[src/rtl/cfg_enum_pkg.sv]
package cfg_enum_pkg;

  typedef enum logic [2:0] {
    PH_IDLE,
    PH_ISSUE,
    PH_WAIT,
    PH_NEXT,
    PH_DONE
  } phase_t;

  typedef enum logic [2:0] {
    OP_VID,
    OP_BAR_ONES,
    OP_BAR_RD,
    OP_BAR_SET,
    OP_CMD_RD,
    OP_CMD_SET
  } op_t;

  localparam logic [11:0] OFF_ID   = 12'h000;
  localparam logic [11:0] OFF_CMD  = 12'h004;
  localparam logic [11:0] OFF_BAR0 = 12'h010;

  localparam logic [31:0] ENABLE_BITS = 32'h0000_0007;
  localparam logic [31:0] ATTR_BITS   = 32'h0000_000F;
  localparam logic [15:0] NO_VENDOR   = 16'hFFFF;

  function automatic logic [11:0] op_offset(op_t op);
    case (op)
      OP_VID:                  return OFF_ID;
      OP_CMD_RD, OP_CMD_SET:   return OFF_CMD;
      default:                 return OFF_BAR0;
    endcase
  endfunction

  function automatic logic op_is_write(op_t op);
    return (op == OP_BAR_ONES) || (op == OP_BAR_SET) || (op == OP_CMD_SET);
  endfunction

endpackage

[src/rtl/cfg_bar_calc.sv]
module cfg_bar_calc #(
  parameter int AW = 32
) (
  input  logic [AW-1:0] readback,
  input  logic [AW-1:0] alloc_ptr,
  output logic          win_valid,
  output logic [AW-1:0] win_mask,
  output logic [AW-1:0] win_size,
  output logic [AW-1:0] aligned_base,
  output logic [AW-1:0] next_ptr
);
  import cfg_enum_pkg::*;

  always_comb begin
    win_mask     = readback & ~AW'(ATTR_BITS);
    win_valid    = |win_mask;
    win_size     = ~win_mask + AW'(1);
    aligned_base = (alloc_ptr + ~win_mask) & win_mask;
    next_ptr     = aligned_base + win_size;
  end

endmodule

[src/rtl/cfg_rsp_timer.sv]
module cfg_rsp_timer #(
  parameter int LIMIT = 256
) (
  input  logic clk,
  input  logic rst_n,
  input  logic run,
  output logic expired
);
  localparam int CW = $clog2(LIMIT + 1);

  logic [CW-1:0] cnt_q;

  assign expired = run && (cnt_q == CW'(LIMIT - 1));

  always_ff @(posedge clk) begin
    if (!rst_n)        cnt_q <= '0;
    else if (!run)     cnt_q <= '0;
    else if (!expired) cnt_q <= cnt_q + CW'(1);
  end

  assert_timer_bound_R8: assert property (@(posedge clk) disable iff (!rst_n)
    cnt_q <= CW'(LIMIT - 1));

endmodule

[src/rtl/cfg_result_bank.sv]
module cfg_result_bank #(
  parameter int SLOTS  = 8,
  parameter int SLOT_W = 4,
  parameter int AW     = 32
) (
  input  logic                clk,
  input  logic                rst_n,
  input  logic                wr_en,
  input  logic [SLOT_W-1:0]   wr_slot,
  input  logic [AW-1:0]       wr_base,
  output logic [SLOTS*AW-1:0] base_flat,
  output logic [SLOTS-1:0]    present
);

  for (genvar g = 0; g < SLOTS; g++) begin : g_slot
    logic [AW-1:0] base_q;
    logic          pres_q;
    always_ff @(posedge clk) begin
      if (!rst_n) begin
        base_q <= '0;
        pres_q <= 1'b0;
      end else if (wr_en && wr_slot == SLOT_W'(g)) begin
        base_q <= wr_base;
        pres_q <= 1'b1;
      end
    end
    assign base_flat[g*AW +: AW] = base_q;
    assign present[g]            = pres_q;
  end

  assert_slot_range_R9: assert property (@(posedge clk) disable iff (!rst_n)
    wr_en |-> (int'(wr_slot) < SLOTS));

  assert_slot_once_R9: assert property (@(posedge clk) disable iff (!rst_n)
    (wr_en && int'(wr_slot) < SLOTS) |=> $past(present[wr_slot]) == 1'b0);

endmodule

[src/rtl/cfg_enum_seq.sv]
module cfg_enum_seq #(
  parameter int          MAX_BUS     = 8,
  parameter int          TIMEOUT     = 256,
  parameter logic [31:0] CFG_BASE    = 32'hE000_0000,
  parameter logic [31:0] ALLOC_START = 32'h1000_0000,
  localparam int         BW          = $clog2(MAX_BUS + 1)
) (
  input  logic                 clk,
  input  logic                 rst_n,
  input  logic                 link_up,
  output logic                 req_valid,
  input  logic                 req_ready,
  output logic                 req_write,
  output logic [31:0]          req_addr,
  output logic [31:0]          req_wdata,
  input  logic                 rsp_valid,
  input  logic [31:0]          rsp_rdata,
  output logic                 scan_done,
  output logic [BW-1:0]        dev_count,
  output logic [MAX_BUS*32-1:0] base_flat,
  output logic [MAX_BUS-1:0]   present_mask
);
  import cfg_enum_pkg::*;

  localparam int AW = 32;

  phase_t        ph_q;
  op_t           op_q;
  logic [BW-1:0] bus_q;
  logic [AW-1:0] ptr_q;
  logic [AW-1:0] base_q;
  logic [AW-1:0] cmd_q;
  logic [BW-1:0] count_q;
  logic          link_seen_q;

  logic          win_valid;
  logic [AW-1:0] win_mask, win_size, aligned_base, next_ptr;
  logic          timed_out;
  logic          handshake;
  logic          commit;

  cfg_bar_calc #(.AW(AW)) u_calc (
    .readback    (rsp_rdata),
    .alloc_ptr   (ptr_q),
    .win_valid   (win_valid),
    .win_mask    (win_mask),
    .win_size    (win_size),
    .aligned_base(aligned_base),
    .next_ptr    (next_ptr)
  );

  cfg_rsp_timer #(.LIMIT(TIMEOUT)) u_timer (
    .clk    (clk),
    .rst_n  (rst_n),
    .run    (ph_q == PH_WAIT),
    .expired(timed_out)
  );

  assign handshake = req_valid && req_ready;
  assign commit    = handshake && (op_q == OP_CMD_SET);

  cfg_result_bank #(.SLOTS(MAX_BUS), .SLOT_W(BW), .AW(AW)) u_bank (
    .clk      (clk),
    .rst_n    (rst_n),
    .wr_en    (commit),
    .wr_slot  (bus_q - BW'(1)),
    .wr_base  (base_q),
    .base_flat(base_flat),
    .present  (present_mask)
  );

  assign req_valid = (ph_q == PH_ISSUE);
  assign req_write = op_is_write(op_q);
  assign req_addr  = CFG_BASE | (AW'(bus_q) << 20) | AW'(op_offset(op_q));
  assign scan_done = (ph_q == PH_DONE);
  assign dev_count = count_q;

  always_comb begin
    case (op_q)
      OP_BAR_ONES: req_wdata = '1;
      OP_BAR_SET:  req_wdata = base_q;
      OP_CMD_SET:  req_wdata = cmd_q;
      default:     req_wdata = '0;
    endcase
  end

  always_ff @(posedge clk) begin
    if (!rst_n) begin
      ph_q    <= PH_IDLE;
      op_q    <= OP_VID;
      bus_q   <= '0;
      ptr_q   <= ALLOC_START;
      base_q  <= '0;
      cmd_q   <= '0;
      count_q <= '0;
    end else begin
      case (ph_q)
        PH_IDLE: if (link_up) begin
          bus_q <= BW'(1);
          op_q  <= OP_VID;
          ph_q  <= PH_ISSUE;
        end
        PH_ISSUE: if (req_ready) begin
          if (!op_is_write(op_q)) ph_q <= PH_WAIT;
          else if (op_q == OP_BAR_ONES) op_q <= OP_BAR_RD;
          else if (op_q == OP_BAR_SET)  op_q <= OP_CMD_RD;
          else begin
            count_q <= count_q + BW'(1);
            ph_q    <= PH_NEXT;
          end
        end
        PH_WAIT: begin
          if (rsp_valid) begin
            ph_q <= PH_ISSUE;
            case (op_q)
              OP_VID: begin
                if (rsp_rdata[15:0] == NO_VENDOR) ph_q <= PH_NEXT;
                else op_q <= OP_BAR_ONES;
              end
              OP_BAR_RD: begin
                if (win_valid) begin
                  base_q <= aligned_base;
                  ptr_q  <= next_ptr;
                  op_q   <= OP_BAR_SET;
                end else begin
                  base_q <= '0;
                  op_q   <= OP_CMD_RD;
                end
              end
              default: begin
                cmd_q <= rsp_rdata | ENABLE_BITS;
                op_q  <= OP_CMD_SET;
              end
            endcase
          end else if (timed_out) begin
            ph_q <= PH_NEXT;
          end
        end
        PH_NEXT: begin
          if (bus_q == BW'(MAX_BUS)) ph_q <= PH_DONE;
          else begin
            bus_q <= bus_q + BW'(1);
            op_q  <= OP_VID;
            ph_q  <= PH_ISSUE;
          end
        end
        default: ph_q <= PH_DONE;
      endcase
    end
  end

  always_ff @(posedge clk) begin
    if (!rst_n)       link_seen_q <= 1'b0;
    else if (link_up) link_seen_q <= 1'b1;
  end

  assert_quiet_before_link_R1: assert property (@(posedge clk) disable iff (!rst_n)
    !link_seen_q |-> !req_valid);

  assert_bus_range_R2: assert property (@(posedge clk) disable iff (!rst_n)
    req_valid |-> (req_addr[27:20] != 8'd0) && (int'(req_addr[27:20]) <= MAX_BUS));

  assert_aligned_base_R5: assert property (@(posedge clk) disable iff (!rst_n)
    (ph_q == PH_WAIT && op_q == OP_BAR_RD && rsp_valid && win_valid)
      |-> ((aligned_base & (win_size - 32'd1)) == 32'd0));

  assert_enable_bits_R7: assert property (@(posedge clk) disable iff (!rst_n)
    (req_valid && req_write && req_addr[11:0] == OFF_CMD) |-> (req_wdata[2:0] == 3'b111));

  assert_count_bound_R9: assert property (@(posedge clk) disable iff (!rst_n)
    int'(dev_count) <= MAX_BUS);

  assert_done_sticky_R10: assert property (@(posedge clk) disable iff (!rst_n)
    scan_done |=> scan_done && $stable(dev_count) && $stable(base_flat) && $stable(present_mask));

  assert_req_hold_R11: assert property (@(posedge clk) disable iff (!rst_n)
    (req_valid && !req_ready) |=> req_valid && $stable(req_write) && $stable(req_addr)
                                  && $stable(req_wdata));

endmodule

[config.mk]
export PLATFORM = sky130hd
export DESIGN_NAME = cfg_enum_seq
export DESIGN_NICKNAME = d
export VERILOG_FILES = /design/src/rtl/cfg_enum_pkg.sv /design/src/rtl/cfg_bar_calc.sv /design/src/rtl/cfg_rsp_timer.sv /design/src/rtl/cfg_result_bank.sv /design/src/rtl/cfg_enum_seq.sv
export SDC_FILE = /design/constraint.sdc
export NUM_CORES = 1
export LEC_CHECK = 0
export BUFFER_PORTS_ARGS = -buffer_cell sky130_fd_sc_hd__buf_2
export CORE_ASPECT_RATIO = 0.75
export CORE_MARGIN = 5
export CORE_UTILIZATION = 50
export DETAILED_ROUTE_END_ITERATION = 6
export PLACE_DENSITY = 0.88
export SYNTH_ARGS = -nofsm -noshare
export SYNTH_HDL_FRONTEND = slang
export SYNTH_SLANG_ARGS = --single-unit
[constraint.sdc]
create_clock -name clk -period 3.3 [get_ports clk]
set_input_delay 0.165 -clock clk [delete_from_list [all_inputs] [get_ports clk]]
set_output_delay 0.165 -clock clk [all_outputs]
set_load 0.005 [all_outputs]
==> metrics.csv <==
metric;value;unit
share of the synthesized area in the top cell type;40.68;%
Hold Fails Final Rpt;0;
routed via count;16300;
#FFs+latches synth;341;
# clock sinks;341;
Initial Utilization;50.38;%
Reg clk slew, reported paths;60;ps
dpl cells;2857;
reg-to-reg critical path endpoint;ptr_q[29];
Hold Path Origin;rsp_rdata[17];
Synth top cells by count;nand2_1 (616), dfxtp_1 (341), a21boi_0 (287);
chip height;168.7;µm
FFs w/ async S/R, synth;0;%
# DRC;9;
final setup vio count;15;
Hold WC Path Type;in -> reg;
Rows;58;
Least-Margin Pin Slew;855.7;ps
Clock Skew;14.29;ps
violated checks;DRC, setup timing;
global-route wire length before repair;87890;µm
gpl congestion;0.9569;
unrepaired setup endpoints after global routing;yes;
run status;complete, but fails checks;
Cell Area, Synth;16780;µm²
ys flop type;dfxtp_1;
Syn Area/Cell;7.893;µm²
Distinct cells, synth;80;
DP Area;19150;µm²
Yosys warning total;0;
Pleak;8.789;nW
Synth Instances;2126;
core area;33310;µm²
final setup margin;-230.4;ps
Area contributors post-synth;dfxtp_1 (41%), nand2_1 (14%), a21boi_0 (13%);
area leader, netlist;dfxtp_1;
Root Driver;clkbuf_16;
Worst Path Max Fanout;8;
WHS Path Cells;4;
pin count of the biggest net entering global routing;240;
Critical Path Sink Type;flip-flop;
source of the critical timing path;ptr_q[4];
max-slew violations;0;
hold endpoint;cmd_q[17];
critical path launch point type;flip-flop;
WP data arrival;3940;ps
nets;2551;
initial antenna violation count;1;
sequential-to-total area share from yosys stat;40.68;%
TritonCTS clock tree;done;
Tmin final;3530;ps
ANT nets after route;0;
worst r2r path cells;13;
WP data required;3710;ps
Routed WL;57410;µm
cts bufs inserted;35;
first-pass iteration count of the detailed router;7;
io pins;372;
most frequent cell after synthesis;nand2_1;
clock latency at the later pin of the worst-skew pair;510;ps
worst rel slew slack;42.95;%
HPWL Detailed;40450;µm
VDD IR-drop max;0.0004669;V
Post-synth EDFFs;0;
First DRT Iteration DRCs;1599;
Die ar.;37360;µm²
reg-to-reg slack, setup;-230;ps
die width;221.5;µm
worst reg2reg startpoint;ptr_q[4];
GR Overflow Total;0;
Routed WL per cell;19.46;µm
fraction of the cycle the final worst path needs;107.0;%
H-tree levels;2;
clk buf depth;3;
Max Clk Rate;283.3;MHz
max-cap violations;0;
layout cells sized above 1;24.33;%
area growth from synthesis to layout;24.99;%
critical path type;reg -> reg;
Final Cell Area;20970;µm²
All-Layer GR Usage;29.17;%
number of global-route vias before repair;15740;
Power per Cell Area;447.8;nW/µm²
Non-Filler Instances;2950;
IO Port Bufs;313;
drt via density;5.526;
layer usage:
layer,GRT usage (%),routed length (µm),vias up,part of all wire (%)
li1,-,-,7594,-
met1,37.90,23360,7762,41
met2,48.52,26330,782,46
met3,5.756,5345,161,9.3
met4,11.20,2371,2,4.1
met5,0,9,-,0.016
layout by cell type, fill, tap and decap left out, types with 32 or more instances in the layout:
master | netlist | layout
nand2_1 | 616 | 615
dfxtp_1 | 341 | 337
buf_2 | 8 | 312
a21boi_0 | 287 | 285
buf_4 | 68 | 144
inv_1 | 67 | 67
a21oi_1 | 67 | 64
conb_1 | 2 | 58
nand3_1 | 43 | 42
o21a_1 | 42 | 41
nor2b_1 | 40 | 40
nor2_1 | 41 | 40
clkbuf_16 | 0 | 37
ha_1 | 36 | 32
what timing repair did:
| action | 4_1_cts | 5_1_grt |
|---|---|---|
| pin swaps | 30 | 26 |
| hold buffers | 10 | 0 |
| setup endpoints to repair | 15 | 18 |
| hold endpoints to repair | 11 | 0 |
| gates resized for setup | 39 | 34 |
| buffers inserted | 17 | 8 |
per-stage QoR:
step	utilization, %	setup TNS, ps	worst slack [ps]	total power, mW	hold slack, ps
after floorplan	-	-348.1	-98.88	4.903	309.9
after global placement	57.49	-1732	-225.1	5.251	442.4
after detailed placement	57.49	-2439	-287.8	5.276	451.6
after CTS	62.32	-2204	-248.4	9.381	26.51
after global routing	62.96	-4179	-352.8	9.692	56.75
final	62.96	-2369	-230.4	9.392	51.34
registers in the layout (all words and copies together), names as in the netlist:
register,count
op_q,3
u_bank.g_slot.pres_q,8
u_bank.g_slot.base_q,224
ptr_q,28
ph_q,3
dev_count,4
base_q,28
bus_q,4
u_timer.cnt_q,9
cmd_q,30
worst max-delay path, stage by stage, from the launching register on:
cell       delay (ps)
dfxtp_2           320
and2b_2           190
fa_2              370
a211oi_4          320
o211a_4           230
nor4bb_4           70
o2111ai_1         320
a31oi_2           190
mux2i_1           180
or4_4             640
buf_6             160
nor3_4            100
a21oi_1            80
o31ai_1           280
cell type report:
type                            count  area, µm²
Sequential cell                   341       6832
Tap cell                          450      563.0
Clock buffer                       48       1047
Clock inverter                     11      135.1
Multi-Input combinational cell   1548       9144
Antenna cell                        1      2.502
Fill cell                        2755      12340
Inverter                           67      251.5
Timing Repair Buffer              484       2998
kinds of logic (layout without fill, tap and decap cells):
kind of cell,Yosys count,in the layout,synth area share [%]
AOI/OAI and AO/OA,498,498,21.06
xor gates and xnor gates,51,51,2.662
adders and majority gates,37,37,2.804
buffers and inverters,293,610,8.180
DFF,341,341,40.68
muxes,16,16,0.9768
other,2,59,0.04476
and+or+nand+nor,888,888,23.59
how the worst max path moves through the flow:
stage	to	slack, ps	cells after the start
6_report	ptr_q[29]	-230	13
2_1_floorplan	ptr_q[25]	-100	13
5_1_grt	ptr_q[31]	-350	16
3_5_place_dp	ptr_q[29]	-290	13
4_1_cts	ptr_q[30]	-250	13
3_3_place_gp	ptr_q[29]	-230	13
power breakdown:
part / internal [mW] / switching, mW
clock network: 2.45 / 1.67
logic: 0.470 / 0.629
registers: 4.14 / 0.0397
total: 7.06 / 2.34
No activity file was read; power rests on OpenSTA's default activity.
